**src/rtl/dwb_pkg.sv**
```systemverilog
package dwb_pkg;
    typedef enum logic [0:0] {
        SLOT_OFF   = 1'b0,
        SLOT_WATCH = 1'b1
    } slot_state_e;
endpackage

```
**src/rtl/dwb_mask_fix.sv**
```systemverilog
// Repairs a mask field to its leading run of ones and flags broken fields.
module dwb_mask_fix #(
    parameter int MASK_W = 6
) (
    input  logic [MASK_W-1:0] raw,
    output logic [MASK_W-1:0] fixed,
    output logic              bad
);
    logic [MASK_W-1:0] inv;
    logic [MASK_W-1:0] probe;
    int                lead;
    logic              run;

    always_comb begin
        lead = 0;
        run  = 1'b1;
        for (int i = MASK_W - 1; i >= 0; i--) begin
            if (run && raw[i]) lead = lead + 1;
            else               run  = 1'b0;
        end
        for (int i = 0; i < MASK_W; i++) begin
            fixed[i] = (i >= MASK_W - lead);
        end
    end

    assign inv   = ~raw;
    assign probe = (inv + 1'b1) & inv;
    assign bad   = |probe;
endmodule

```
**src/rtl/dwb_slot.sv**
```systemverilog
// One watchpoint: registers, arm/disarm state machine, comparator.
module dwb_slot
    import dwb_pkg::*;
#(
    parameter int AW     = 32,
    parameter int MASK_W = 6
) (
    input  logic          clk,
    input  logic          rst_n,
    input  logic          wr_addr,
    input  logic          wr_ctrl,
    input  logic [AW-1:0] wdata,
    input  logic [AW-1:0] acc_addr,
    input  logic          acc_store,
    output logic          hit,
    output logic          bad_mask
);
    localparam int LD_BIT = MASK_W;
    localparam int ST_BIT = MASK_W + 1;

    slot_state_e       state, state_nxt;
    logic [AW-1:0]     watch_q;
    logic [MASK_W-1:0] field_q;
    logic              ld_en_q, st_en_q;
    logic [MASK_W-1:0] fixed_w;
    logic              bad_w;
    logic              any_en_w;
    logic [AW-1:0]     full_mask;
    logic              dir_ok, addr_ok;

    dwb_mask_fix #(.MASK_W(MASK_W)) u_fix (
        .raw   (wdata[MASK_W-1:0]),
        .fixed (fixed_w),
        .bad   (bad_w)
    );

    assign any_en_w = wdata[LD_BIT] | wdata[ST_BIT];
    assign bad_mask = wr_ctrl & bad_w;

    // state register
    always_ff @(posedge clk) begin
        if (!rst_n) state <= SLOT_OFF;
        else        state <= state_nxt;
    end

    always_comb begin
        state_nxt = state;
        unique case (state)
            SLOT_OFF:   if (wr_ctrl && any_en_w)  state_nxt = SLOT_WATCH; // ARM
            SLOT_WATCH: if (wr_ctrl && !any_en_w) state_nxt = SLOT_OFF;   // DISARM
            default:    state_nxt = SLOT_OFF;
        endcase
    end

    // configuration registers
    always_ff @(posedge clk) begin
        if (!rst_n) begin
            watch_q <= '0;
            field_q <= '0;
            ld_en_q <= 1'b0;
            st_en_q <= 1'b0;
        end else begin
            if (wr_addr) watch_q <= wdata;
            if (wr_ctrl) begin
                field_q <= fixed_w;
                ld_en_q <= wdata[LD_BIT];
                st_en_q <= wdata[ST_BIT];
            end
        end
    end

    // outputs
    assign full_mask = {{(AW-MASK_W){1'b1}}, field_q};

    always_comb begin
        dir_ok  = acc_store ? st_en_q : ld_en_q;
        addr_ok = ((acc_addr ^ watch_q) & full_mask) == '0;
        hit     = dir_ok && addr_ok;
    end


    off_disarmed_chk: assert property (@(posedge clk) disable iff (!rst_n)
        (state == SLOT_OFF) |-> !(ld_en_q || st_en_q));


    mask_contig_chk: assert property (@(posedge clk) disable iff (!rst_n)
        (((~field_q) + 1'b1) & (~field_q)) == '0);
endmodule

```
**src/rtl/dwb_prio.sv**
```systemverilog
// Lowest-index-first pick among matching watchpoints.
module dwb_prio #(
    parameter int N     = 2,
    parameter int IDX_W = 1
) (
    input  logic [N-1:0]     req,
    output logic             any,
    output logic [IDX_W-1:0] idx,
    output logic [N-1:0]     gnt
);
    always_comb begin
        any = 1'b0;
        idx = '0;
        gnt = '0;
        for (int i = N - 1; i >= 0; i--) begin
            if (req[i]) begin
                any    = 1'b1;
                idx    = IDX_W'(i);
                gnt    = '0;
                gnt[i] = 1'b1;
            end
        end
    end
endmodule

```
**src/rtl/dwatch_bank.sv**
```systemverilog
module dwatch_bank #(
    parameter int NUM_WP = 2,
    parameter int AW     = 32,
    parameter int MASK_W = 6,
    localparam int IDX_W = (NUM_WP > 1) ? $clog2(NUM_WP) : 1
) (
    input  logic             clk,
    input  logic             rst_n,
    input  logic             cfg_we,
    input  logic [IDX_W-1:0] cfg_sel,
    input  logic             cfg_is_ctrl,
    input  logic [AW-1:0]    cfg_wdata,
    input  logic             acc_valid,
    input  logic [AW-1:0]    acc_addr,
    input  logic             acc_is_store,
    output logic             brk_req,
    output logic [IDX_W-1:0] brk_idx,
    output logic             mask_err
);
    logic [NUM_WP-1:0] hit_w, bad_w, hit_v, gnt_w;
    logic              err_q;

    for (genvar g = 0; g < NUM_WP; g++) begin : g_slot
        logic sel;
        assign sel = cfg_we && (cfg_sel == IDX_W'(g));
        dwb_slot #(.AW(AW), .MASK_W(MASK_W)) u_slot (
            .clk       (clk),
            .rst_n     (rst_n),
            .wr_addr   (sel && !cfg_is_ctrl),
            .wr_ctrl   (sel && cfg_is_ctrl),
            .wdata     (cfg_wdata),
            .acc_addr  (acc_addr),
            .acc_store (acc_is_store),
            .hit       (hit_w[g]),
            .bad_mask  (bad_w[g])
        );
    end

    assign hit_v = acc_valid ? hit_w : '0;

    dwb_prio #(.N(NUM_WP), .IDX_W(IDX_W)) u_prio (
        .req (hit_v),
        .any (brk_req),
        .idx (brk_idx),
        .gnt (gnt_w)
    );

    always_ff @(posedge clk) begin
        if (!rst_n) err_q <= 1'b0;
        else        err_q <= |bad_w;
    end
    assign mask_err = err_q;


    brk_needs_valid_chk: assert property (@(posedge clk) disable iff (!rst_n)
        brk_req |-> acc_valid);


    grant_onehot_chk: assert property (@(posedge clk) disable iff (!rst_n)
        $onehot0(gnt_w) && (brk_req == (gnt_w != '0)));


    idx_hits_chk: assert property (@(posedge clk) disable iff (!rst_n)
        brk_req |-> hit_w[brk_idx]);


    err_after_ctrl_chk: assert property (@(posedge clk) disable iff (!rst_n)
        mask_err |-> $past(cfg_we && cfg_is_ctrl));
endmodule

```
**config.mk**
```make
export PLATFORM = sky130hd
export DESIGN_NAME = dwatch_bank
export DESIGN_NICKNAME = d
export VERILOG_FILES = /design/src/rtl/dwb_pkg.sv /design/src/rtl/dwb_mask_fix.sv /design/src/rtl/dwb_slot.sv /design/src/rtl/dwb_prio.sv /design/src/rtl/dwatch_bank.sv
export SDC_FILE = /design/constraint.sdc
export NUM_CORES = 1
export LEC_CHECK = 0
export BUFFER_PORTS_ARGS = -buffer_cell sky130_fd_sc_hd__buf_4
export CORE_MARGIN = 2
export CORE_UTILIZATION = 30
export DETAILED_ROUTE_END_ITERATION = 12
export PLACE_DENSITY = 0.51
export REMOVE_ABC_BUFFERS = 1
export SYNTH_ARGS = -nofsm -noshare
export SYNTH_HDL_FRONTEND = slang
export SYNTH_SLANG_ARGS = --single-unit
```
**constraint.sdc**
```tcl
create_clock -name clk -period 3.5 [get_ports clk]
set_input_delay 0.7 -clock clk [delete_from_list [all_inputs] [get_ports clk]]
set_output_delay 0.7 -clock clk [all_outputs]
set_load 0.005 [all_outputs]
```
* Yosys cells after proc, flatten, opt, wreduce, memory -nomap -nowiden
Index checks and enable logic that the tools add are counted.
Operators by class: add/subtract/negate cells 7, magnitude comparators 6, muxes and demuxes 17, bitwise gates (word level) 9, reductions and logical operators 18
Operators by type and width (number):
- adder 32 x 2 -> 32 bit, second input constant | 5
- two-way mux 32 bit | 5
- AND 32 bit | 2
- >= comparator 3 x 32 -> 1 bit, first input constant | 2
- >= comparator 4 x 32 -> 1 bit, first input constant | 2
- zero test 32 bit | 2
- bitwise XOR 32 bit | 2
- >= comparator 1 x 32 -> 1 bit, first input constant | 1
- >= comparator 2 x 32 -> 1 bit, first input constant | 1
- subtractor 4 x 32 -> 32 bit, first input constant | 1
- logical AND 1 bit | 13
- two-way mux 1 bit | 11
- adder 6 x 1 -> 6 bit, second input constant | 1
- AND 6 bit | 1
- inverter 6 bit | 1
- OR reduction 6 bit | 1
- AND 1 bit | 2
- two-way mux 2 bit | 1
- OR reduction 2 bit | 1
- zero test 1 bit | 1
- inverter 1 bit | 1
Word-level totals: bits in registers 81, bits of input ports 71, output and inout port bits 3

* Depth between registers and ports, before layout
Gate-level depths: netlist (run 1).
depth in word-level cells 13, mapped depth 17

* Hierarchy
Synthesis (run 1) repeated with hierarchy kept, for this count alone.
Unflattened totals: cells, all modules 506, area, all modules 4999.8 sq um
Modules (own cells, without submodules):
- dwb_slot | times used 2, cells each 176, area each 1903.1 sq um, sequential area each 800.8 sq um
- dwb_mask_fix | times used 2, cells each 71, area each 544.3 sq um, sequential area each 0.0 sq um
- dwatch_bank | times used 1, cells each 8, area each 77.6 sq um, sequential area each 20.0 sq um
- dwb_prio | times used 1, cells each 4, area each 27.5 sq um, sequential area each 0.0 sq um

* Worst setup path after synthesis (run 1)
Ideal clock, no wire load.
kind input to register, from in cfg_wdata[3], to reg g_slot[1].u_slot.field_q[1], library setup time 87 ps, arrival time 3292 ps, slack 121 ps, cell stages on the path 17, path buffers 1, path through inv_1 a21boi_0 ha_1 inv_1 a31oi_1 ha_1 nand3_1 nand2_1 ha_1 mux2i_1 o21ai_0 ha_1 and2b_2 o21ai_2 and2_4 buf_6 o31ai_1
Between the ends: word-level cells in the longest chain between the ends 10, elaborated cells on any way between the ends 16, those cells by class 4 x add/sub; 1 x order compare; 7 x mux; 4 x reduce/logical
RTL lines:
- start: declaration | RTL line dwatch_bank.sv:12 | input logic [AW-1:0] cfg_wdata,
- logical AND 1 bit * | RTL line dwb_mask_fix.sv:18 | if (run && raw[i]) lead = lead + 1;
- two-way mux 32 bit / two-way mux 1 bit (equally long branches) | RTL line dwb_mask_fix.sv:18
- adder 32 x 2 -> 32 bit / logical AND 1 bit (equally long branches) | RTL line dwb_mask_fix.sv:18
- two-way mux 32 bit / two-way mux 1 bit (equally long branches) | RTL line dwb_mask_fix.sv:18
- adder 32 x 2 -> 32 bit / logical AND 1 bit (equally long branches) | RTL line dwb_mask_fix.sv:18
- two-way mux 32 bit / two-way mux 1 bit (equally long branches) | RTL line dwb_mask_fix.sv:18
- adder 32 x 2 -> 32 bit / logical AND 1 bit (equally long branches) | RTL line dwb_mask_fix.sv:18
- two-way mux 32 bit * | RTL line dwb_mask_fix.sv:18
- subtractor 4 x 32 -> 32 bit * | RTL line dwb_mask_fix.sv:22 | fixed[i] = (i >= MASK_W - lead);
- >= comparator 2 x 32 -> 1 bit * | RTL line dwb_mask_fix.sv:22
- end signal: assignment | RTL line dwb_slot.sv:65 | field_q <= fixed_w;
- end: declaration | RTL line dwb_slot.sv:23 | logic [MASK_W-1:0] field_q;
Mark *: on every way between the ends. The rest lies on a longest branch, timed or not. A chain may end at the register's enable or synchronous reset.

* Worst setup path after layout (run 1)
from in cfg_wdata[4], to reg g_slot[1].u_slot.field_q[1]
Between the ends: word-level cells in the longest chain between the ends 12, elaborated cells on any way between the ends 20, those cells by class 5 x add/sub; 1 x order compare; 9 x mux; 5 x reduce/logical
RTL lines (RTL line):
- logical AND 1 bit * | dwb_mask_fix.sv:18
- two-way mux 32 bit / two-way mux 1 bit (equally long branches) | dwb_mask_fix.sv:18
- adder 32 x 2 -> 32 bit / logical AND 1 bit (equally long branches) | dwb_mask_fix.sv:18
- two-way mux 32 bit / two-way mux 1 bit (equally long branches) | dwb_mask_fix.sv:18
- adder 32 x 2 -> 32 bit / logical AND 1 bit (equally long branches) | dwb_mask_fix.sv:18
- two-way mux 32 bit / two-way mux 1 bit (equally long branches) | dwb_mask_fix.sv:18
- adder 32 x 2 -> 32 bit / logical AND 1 bit (equally long branches) | dwb_mask_fix.sv:18
- two-way mux 32 bit / two-way mux 1 bit (equally long branches) | dwb_mask_fix.sv:18
- adder 32 x 2 -> 32 bit / logical AND 1 bit (equally long branches) | dwb_mask_fix.sv:18
- two-way mux 32 bit * | dwb_mask_fix.sv:18
- subtractor 4 x 32 -> 32 bit * | dwb_mask_fix.sv:22
- >= comparator 2 x 32 -> 1 bit * | dwb_mask_fix.sv:22
Marked as above.

==> key figures, run 1 <==
Placement
  – Post-place instance area: 4980 sq um
  – PortBufs: 73
  – DP HPWL: 8.34 mm
  – Gpl congestion: 0.882

Global routing
  – Initial antenna violation count: 0
  – Total track usage: 0.158
  – Number of global-route vias before repair: 3637
  – GR Overflow Total: 0
  – Largest net degree at the start of global routing: 55
  – First-pass GRT wire length: 18.2 mm

STA
  – Min cycle time layout: 3240 ps
  – Period utilisation layout: 0.926
  – Final setup fails: 0
  – Hold Fails Final Rpt: 0
  – Clock skew: 0 ps
  – Relative slew slack: 0.533
  – Max-slew violations: 0
  – Max Fclk: 0.309 GHz
  – Slew @ Worst Pin: 701 ps
  – Unrepaired setup endpoints after global routing: false

Yosys
  – Synthesis warning total: 0
  – Post-Syn Instances: 509
  – Count of unique library cells instantiated by Yosys: 44
  – Post-synth top area share: 0.387
  – Sequential area share after synthesis: 0.387
  – Mapped Area: 4190 sq um
  – Synth async-reset ratio: 0
  – Post-synth EDFFs: 0
  – Syn Area/Cell: 8.23 sq um
  – Synth Flop Type: dfxtp_1
  – #FFs+latches synth: 81
  – Dominant cells by area after synthesis: dfxtp_1, nand2_1, xor2_1
  – Cell taking the most area after synthesis: dfxtp_1

Setup path
  – Critical path fanouts, max: 8
  – Cell count of the worst reg-to-reg path: 4
  – Required @ worst endpoint: 3730 ps
  – R2r setup slk: 2770 ps
  – CP endpoint kind: flip-flop
  – RR Startpoint: g_slot[0].u_slot.field_q[1]$_SDFFE_PN0P_
  – CP arrival: 3470 ps
  – Startpoint types: input port
  – Crit Path Class: in2reg
  – FF-to-FF End: g_slot[0].u_slot.field_q[1]$_SDFFE_PN0P_

Clock network
  – CTS clk-pin slew, worst paths: 60 ps
  – CTS Buffer Depth: 2
  – Hold Buf Count CTS: 0
  – CTS sink cnt: 81
  – # Post-CTS Setup Buffers: 0
  – CTS tree: done
  – Cts repair resizes: 0
  – Total CTS buffers: 9
  – Root buffer cell: clkbuf_16
  – H-tree depth: 3
  – Clk Latency, worst-skew pair: 320 ps

Floorplan
  – Die W: 122 microns
  – Boundary Pins: 74
  – Initial Utilization: 0.304
  – Core area: 13800 sq um
  – Die Area: 14900 sq um
  – Num rows: 43
  – Die height: 122 microns

Power and ir drop
  – Clock Power Share: 0.436
  – Combinational share of power: 0.129
  – Power Total: 2.24 mW
  – Cell Int Power: 1.70 mW
  – Peak supply drop: 0.250 mV
  – Total leakage power: 2.21 nW
  – P_sw: 535 uW
  – Sw Share: 0.239
  – Power density over the cells: 421 nW/um^2
  – Seq pwr share: 0.435

Finish
  – NumNets Final: 661
  – Fillers: 1438
  – Layout cells sized above 1: 0.203
  – Synth-to-Final Area Change: 26.8%
  – Final Cell Area: 5310 sq um
  – ANT cells: 0

Run
  – Max_cap viols: 0

Route
  – Post-route ant nets: 0
  – Top routing layer used: met4
  – DR iter-0 viols: 197
  – Met1 WL: 5.53 mm
  – Met2 routed WL: 5.45 mm
  – Via Count: 3586
  – Total Wirelength: 11.6 mm
  – WL/cell: 15.1 microns
  – Via density: 4.68
  – DRC Markers: 0
  – First-pass iteration count of the detailed router: 4
  – Metal3 WL: 457 microns

Min path
  – Critical hold path startpoint: g_slot[1].u_slot.ld_en_q$_SDFFE_PN0P_
  – Worst min-delay path endpoint: g_slot[1].u_slot.ld_en_q$_SDFFE_PN0P_
  – Hold path depth: 2
  – Hold/Removal Path Class: reg2reg

Status
  – Status: completed
==> worst max path at each step <==
stage                             from                                       end  slack, ps  cells past startpoint
after floorplan           cfg_wdata[3]  g_slot[1].u_slot.field_q[1]$_SDFFE_PN0P_        210                     16
after global routing      cfg_wdata[4]  g_slot[1].u_slot.field_q[1]$_SDFFE_PN0P_         30                     17
after detailed placement  cfg_wdata[4]  g_slot[1].u_slot.field_q[1]$_SDFFE_PN0P_       -140                     17
after CTS                 cfg_wdata[4]  g_slot[1].u_slot.field_q[1]$_SDFFE_PN0P_        200                     17
after global placement    cfg_wdata[4]  g_slot[1].u_slot.field_q[1]$_SDFFE_PN0P_        -40                     17
final                     cfg_wdata[4]  g_slot[1].u_slot.field_q[1]$_SDFFE_PN0P_        260                     17
==> synthesized netlist by cell type (2+ instances only) <==
library cell	number
and3_1	2
nor2b_1	2
inv_1	10
nor2_1	2
clkbuf_1	26
nand3_1	5
a31oi_1	5
a22oi_1	4
ha_1	8
nand2_1	152
xnor2_1	6
xor2_1	59
and2_1	3
a21oi_1	6
nand3b_1	2
a21boi_1	10
a221o_1	2
nand4_1	6
buf_6	2
mux2i_1	4
and3b_1	2
nor4_1	14
dfxtp_1	81
o221a_2	2
o21ai_0	13
o31ai_1	2
a21boi_0	60
o2111ai_1	3
==> kinds of logic (layout without fill, tap and decap cells) <==
| group | count (synthesis) | after routing | synth area share |
|---|---|---|---|
| compound gates | 111 | 111 | 0.193 |
| xor+xnor | 65 | 65 | 0.136 |
| fa+ha+maj | 8 | 8 | 0.0239 |
| buf+inv | 40 | 118 | 0.0397 |
| flops | 81 | 81 | 0.387 |
| mux | 4 | 4 | 0.00956 |
| other cells | 1 | 1 | 0.000895 |
| simple gates | 199 | 199 | 0.210 |
==> flip-flops by register name (all words and copies together), names as in the netlist <==
| name | count |
|---|---|
| mask_err | 1 |
| g_slot.u_slot.field_q | 12 |
| g_slot.u_slot.st_en_q | 2 |
| g_slot.u_slot.ld_en_q | 2 |
| g_slot.u_slot.watch_q | 64 |
==> critical path: stages <==
cell and delay (ps):
buf_4 120, a21boi_1 190, ha_1 260, inv_1 70
a31oi_2 100, ha_1 320, nand3_1 80, nand2_1 60
ha_1 280, mux2i_1 120, o21ai_0 90, buf_4 150
ha_1 210, and2b_2 230, o21ai_2 60, and2_4 190
o31ai_2 240
==> stage by stage <==
| step | worst slack, ps | util | hold WS, ps | std cells | TNS, ps |
|---|---|---|---|---|---|
| after CTS | 197 | 0.385 | 467 | 767 | 0 |
| after global routing | 25.4 | 0.386 | 487 | 767 | 0 |
| final | 261 | 0.386 | 465 | 767 | 0 |
| after detailed placement | -141 | 0.362 | 458 | 751 | -640 |
| after floorplan | 209 | - | 443 | 479 | 0 |
| after global placement | -35.6 | 0.362 | 453 | 751 | -67.6 |
==> power groups by stage <==
stage               logic (mW)  registers [mW]  clock network, mW
floorplan                0.126           0.990                  0
global placement         0.286           0.992                  0
detailed placement       0.290           0.993                  0
CTS                      0.291           0.973               1.00
global route             0.319           0.976               1.04
finish                   0.288           0.973              0.976
==> per-layer routing <==
| metal | track usage | up-vias |
|---|---|---|
| met2 | 0.264 | 63 |
| met1 | 0.209 | 1668 |
| met5 | 0 | - |
| met4 | 0.0510 | 0 |
| met3 | 0.0234 | 9 |
| li1 | - | 1846 |
==> cells in the final DEF, fill, tap and decap left out, types with 3 or more instances in the layout <==
cell type	Yosys	layout
a21oi_1	6	6
nand3_1	5	5
nand4_1	6	6
o21ai_0	13	13
o2111ai_1	3	3
mux2i_1	4	4
nand2_1	152	152
clkbuf_8	0	3
xnor2_1	6	6
xor2_1	59	59
inv_1	10	10
a21boi_1	10	11
a22oi_1	4	4
a31oi_1	5	4
ha_1	8	8
and2_1	3	3
dfxtp_1	81	81
clkbuf_16	0	9
a21boi_0	60	59
buf_4	0	92
nor4_1	14	14
==> final cells by class <==
type	count	area [sq um]	share of cell area
well taps	180	225	0.0424
flip-flops and latches	81	1620	0.305
multi-input cells	388	2420	0.456
clock buffers	12	267	0.0502
clock inverters	4	50.0	0.00942
inverters	10	37.5	0.00707
repair buffers	92	691	0.130
Note: power is estimated with default switching activity, not from simulation.
==> inputs of run 2 (changes only) <==
--- a/config.mk
+++ b/config.mk
@@ -9,8 +9,9 @@
 export CORE_MARGIN = 2
 export CORE_UTILIZATION = 30
 export DETAILED_ROUTE_END_ITERATION = 12
-export PLACE_DENSITY = 0.51
+export PLACE_DENSITY = 0.5
 export REMOVE_ABC_BUFFERS = 1
 export SYNTH_ARGS = -nofsm -noshare
 export SYNTH_HDL_FRONTEND = slang
+export SYNTH_HIERARCHICAL = 1
 export SYNTH_SLANG_ARGS = --single-unit
==> key figures, run 2 <==
Min path
  – Hold/Removal Path Class: reg2reg
  – Hold path depth: 2
  – Worst min-delay path endpoint: g_slot[0].u_slot/field_q[2]$_SDFFE_PN0P_
  – Critical hold path startpoint: g_slot[0].u_slot/field_q[2]$_SDFFE_PN0P_

STA
  – Period utilisation layout: 0.955
  – Slew @ Worst Pin: 717 ps
  – Final setup fails: 0
  – Clock skew: 0 ps
  – Unrepaired setup endpoints after global routing: false
  – Min cycle time layout: 3340 ps
  – Max-slew violations: 0
  – Max Fclk: 0.299 GHz
  – Hold Fails Final Rpt: 0
  – Relative slew slack: 0.522

Route
  – DRC Markers: 0
  – Via Count: 3815
  – Total Wirelength: 12.0 mm
  – Post-route ant nets: 0
  – WL/cell: 14.5 microns
  – Via density: 4.61
  – First-pass iteration count of the detailed router: 4
  – DR iter-0 viols: 92

Global routing
  – Number of global-route vias before repair: 3966
  – GR Overflow Total: 0
  – Total track usage: 0.142
  – Initial antenna violation count: 0
  – Largest net degree at the start of global routing: 82
  – First-pass GRT wire length: 20.0 mm

Finish
  – Largest reg by FF count: g_slot.u_slot/watch_q
  – Register area: 1620 sq um
  – Max reg flops: 64
  – Layout cells sized above 1: 0.285
  – Fillers: 1640
  – NumNets Final: 690
  – ANT cells: 0
  – Most common cell after layout, fill and taps aside: buf_4
  – Leading registers by flop count: g_slot.u_slot/watch_q: 64 flops, g_slot.u_slot/field_q: 12 flops
  – Commonest cells after routing, fill and taps aside: buf_4, nor2b_1, dfxtp_1
  – Final Util: 0.387
  – Multi-input gate area: 3240 sq um
  – Synth-to-Final Area Change: 27.3%

Clock network
  – Total CTS buffers: 9
  – CTS Buffer Depth: 2
  – Hold Buf Count CTS: 0
  – H-tree depth: 3
  – CTS tree: done
  – CTS clk-pin slew, worst paths: 60 ps
  – Clk Latency, worst-skew pair: 330 ps
  – CTS sink cnt: 81
  – Root buffer cell: clkbuf_16

Setup path
  – WP buf/inv: 2
  – Critical path fanouts, max: 6
  – Cell mode on critical path: ha_1
  – CP endpoint kind: flip-flop
  – FF-to-FF End: g_slot[1].u_slot/watch_q[18]$_SDFFE_PN0P_
  – RR Startpoint: g_slot[1].u_slot/watch_q[18]$_SDFFE_PN0P_
  – CP max-delay cell: mux2_2
  – CP arrival: 3570 ps
  – Crit Path Class: in2reg
  – Required @ worst endpoint: 3730 ps
  – Cell Chain, Critical Path: buf_4, and2_1, ha_1, o31a_1, ha_1, mux2_2, ha_4, mux2i_4, a21oi_2, ha_2, inv_1, a211oi_1, a311oi_1, mux2i_1, nor2b_1
  – Max stage delay on crit path: 300 ps
  – Startpoint types: input port
  – Delay-heaviest family, CP: adder cells
  – Cell count of the worst reg-to-reg path: 2
  – R2r setup slk: 2850 ps

Floorplan
  – Initial Utilization: 0.304
  – Die W: 133 microns
  – Boundary Pins: 74
  – Die Area: 17700 sq um
  – Core area: 16400 sq um
  – Num rows: 47
  – Die height: 133 microns

Placement
  – Gpl congestion: 0.783
  – PortBufs: 73
  – DP HPWL: 8.87 mm

Power and ir drop
  – Total leakage power: 2.50 nW
  – Power density over the cells: 362 nW/um^2
  – Power Total: 2.30 mW
  – Peak supply drop: 0.187 mV

Run
  – Max_cap viols: 0

Status
  – Status: completed

Yosys
  – Synthesis warning total: 6
  – Post-Syn Instances: 504
  – Syn Area/Cell: 9.89 sq um
  – Mapped Area: 4980 sq um
[run 2: cell type report]
class	instances	share of cell area
clock inverter	5	0.00867
clock buffer	11	0.0382
sequential	81	0.255
timing repair buffer	114	0.135
tap	220	0.0434
inverter	16	0.00946
multi-input combinational	381	0.510
[run 2: report_power, final]
part	leakage, nW	internal, mW	switching (mW)
Combinational	1.70	0.197	0.178
Clock	0.142	0.570	0.384
Sequential	0.658	0.950	0.0183
[run 2: timing repair]
| action | CTS | global route |
|---|---|---|
| endpoints found under the setup margin | 9 | 12 |
| buffers inserted | 0 | 2 |
| gates resized for setup | 4 | 10 |
| cloned | 0 | 0 |
| hold endpoints to repair | 0 | 0 |
| pin swaps | 0 | 10 |
[run 2: worst max-delay path by stage]
stage | start | to | slack, ps | cells after the start
3_5_place_dp | cfg_wdata[4] | g_slot[0].u_slot/field_q[4]$_SDFFE_PN0P_ | -420 | 15
5_1_grt | cfg_wdata[5] | g_slot[0].u_slot/field_q[1]$_SDFFE_PN0P_ | 10 | 16
2_1_floorplan | cfg_wdata[3] | g_slot[0].u_slot/field_q[4]$_SDFFE_PN0P_ | -130 | 15
4_1_cts | cfg_wdata[4] | g_slot[0].u_slot/field_q[1]$_SDFFE_PN0P_ | -20 | 16
6_report | cfg_wdata[5] | g_slot[0].u_slot/field_q[4]$_SDFFE_PN0P_ | 160 | 15
3_3_place_gp | cfg_wdata[4] | g_slot[0].u_slot/field_q[4]$_SDFFE_PN0P_ | -330 | 15
[run 2: tightest hold or removal path, stage by stage, from the launching register on]
cell	delay (ps)
dfxtp_1	320
mux2i_1	60
nor2b_1	100
[run 2: per-layer routing]
metal	track usage	vias up	share of wire
li1	-	1948	-
met1	0.184	1777	0.47
met2	0.222	74	0.45
met3	0.0429	16	0.060
met4	0.0544	0	0.020
met5	0	-	0
[run 2: through the flow]
| step | std cells | cell area [sq um] | worst slack [ps] | TNS (ps) | hold slack (ps) |
|---|---|---|---|---|---|
| detailed placement | 810 | 5970 | -421 | -4490 | 507 |
| global placement | 810 | 5970 | -330 | -3530 | 496 |
| finish | 828 | 6350 | 158 | 0 | 518 |
| floorplan | 478 | 4840 | -130 | -679 | 477 |
| global route | 828 | 6350 | 13.9 | 0 | 550 |
| CTS | 826 | 6280 | -21.9 | -45.1 | 525 |
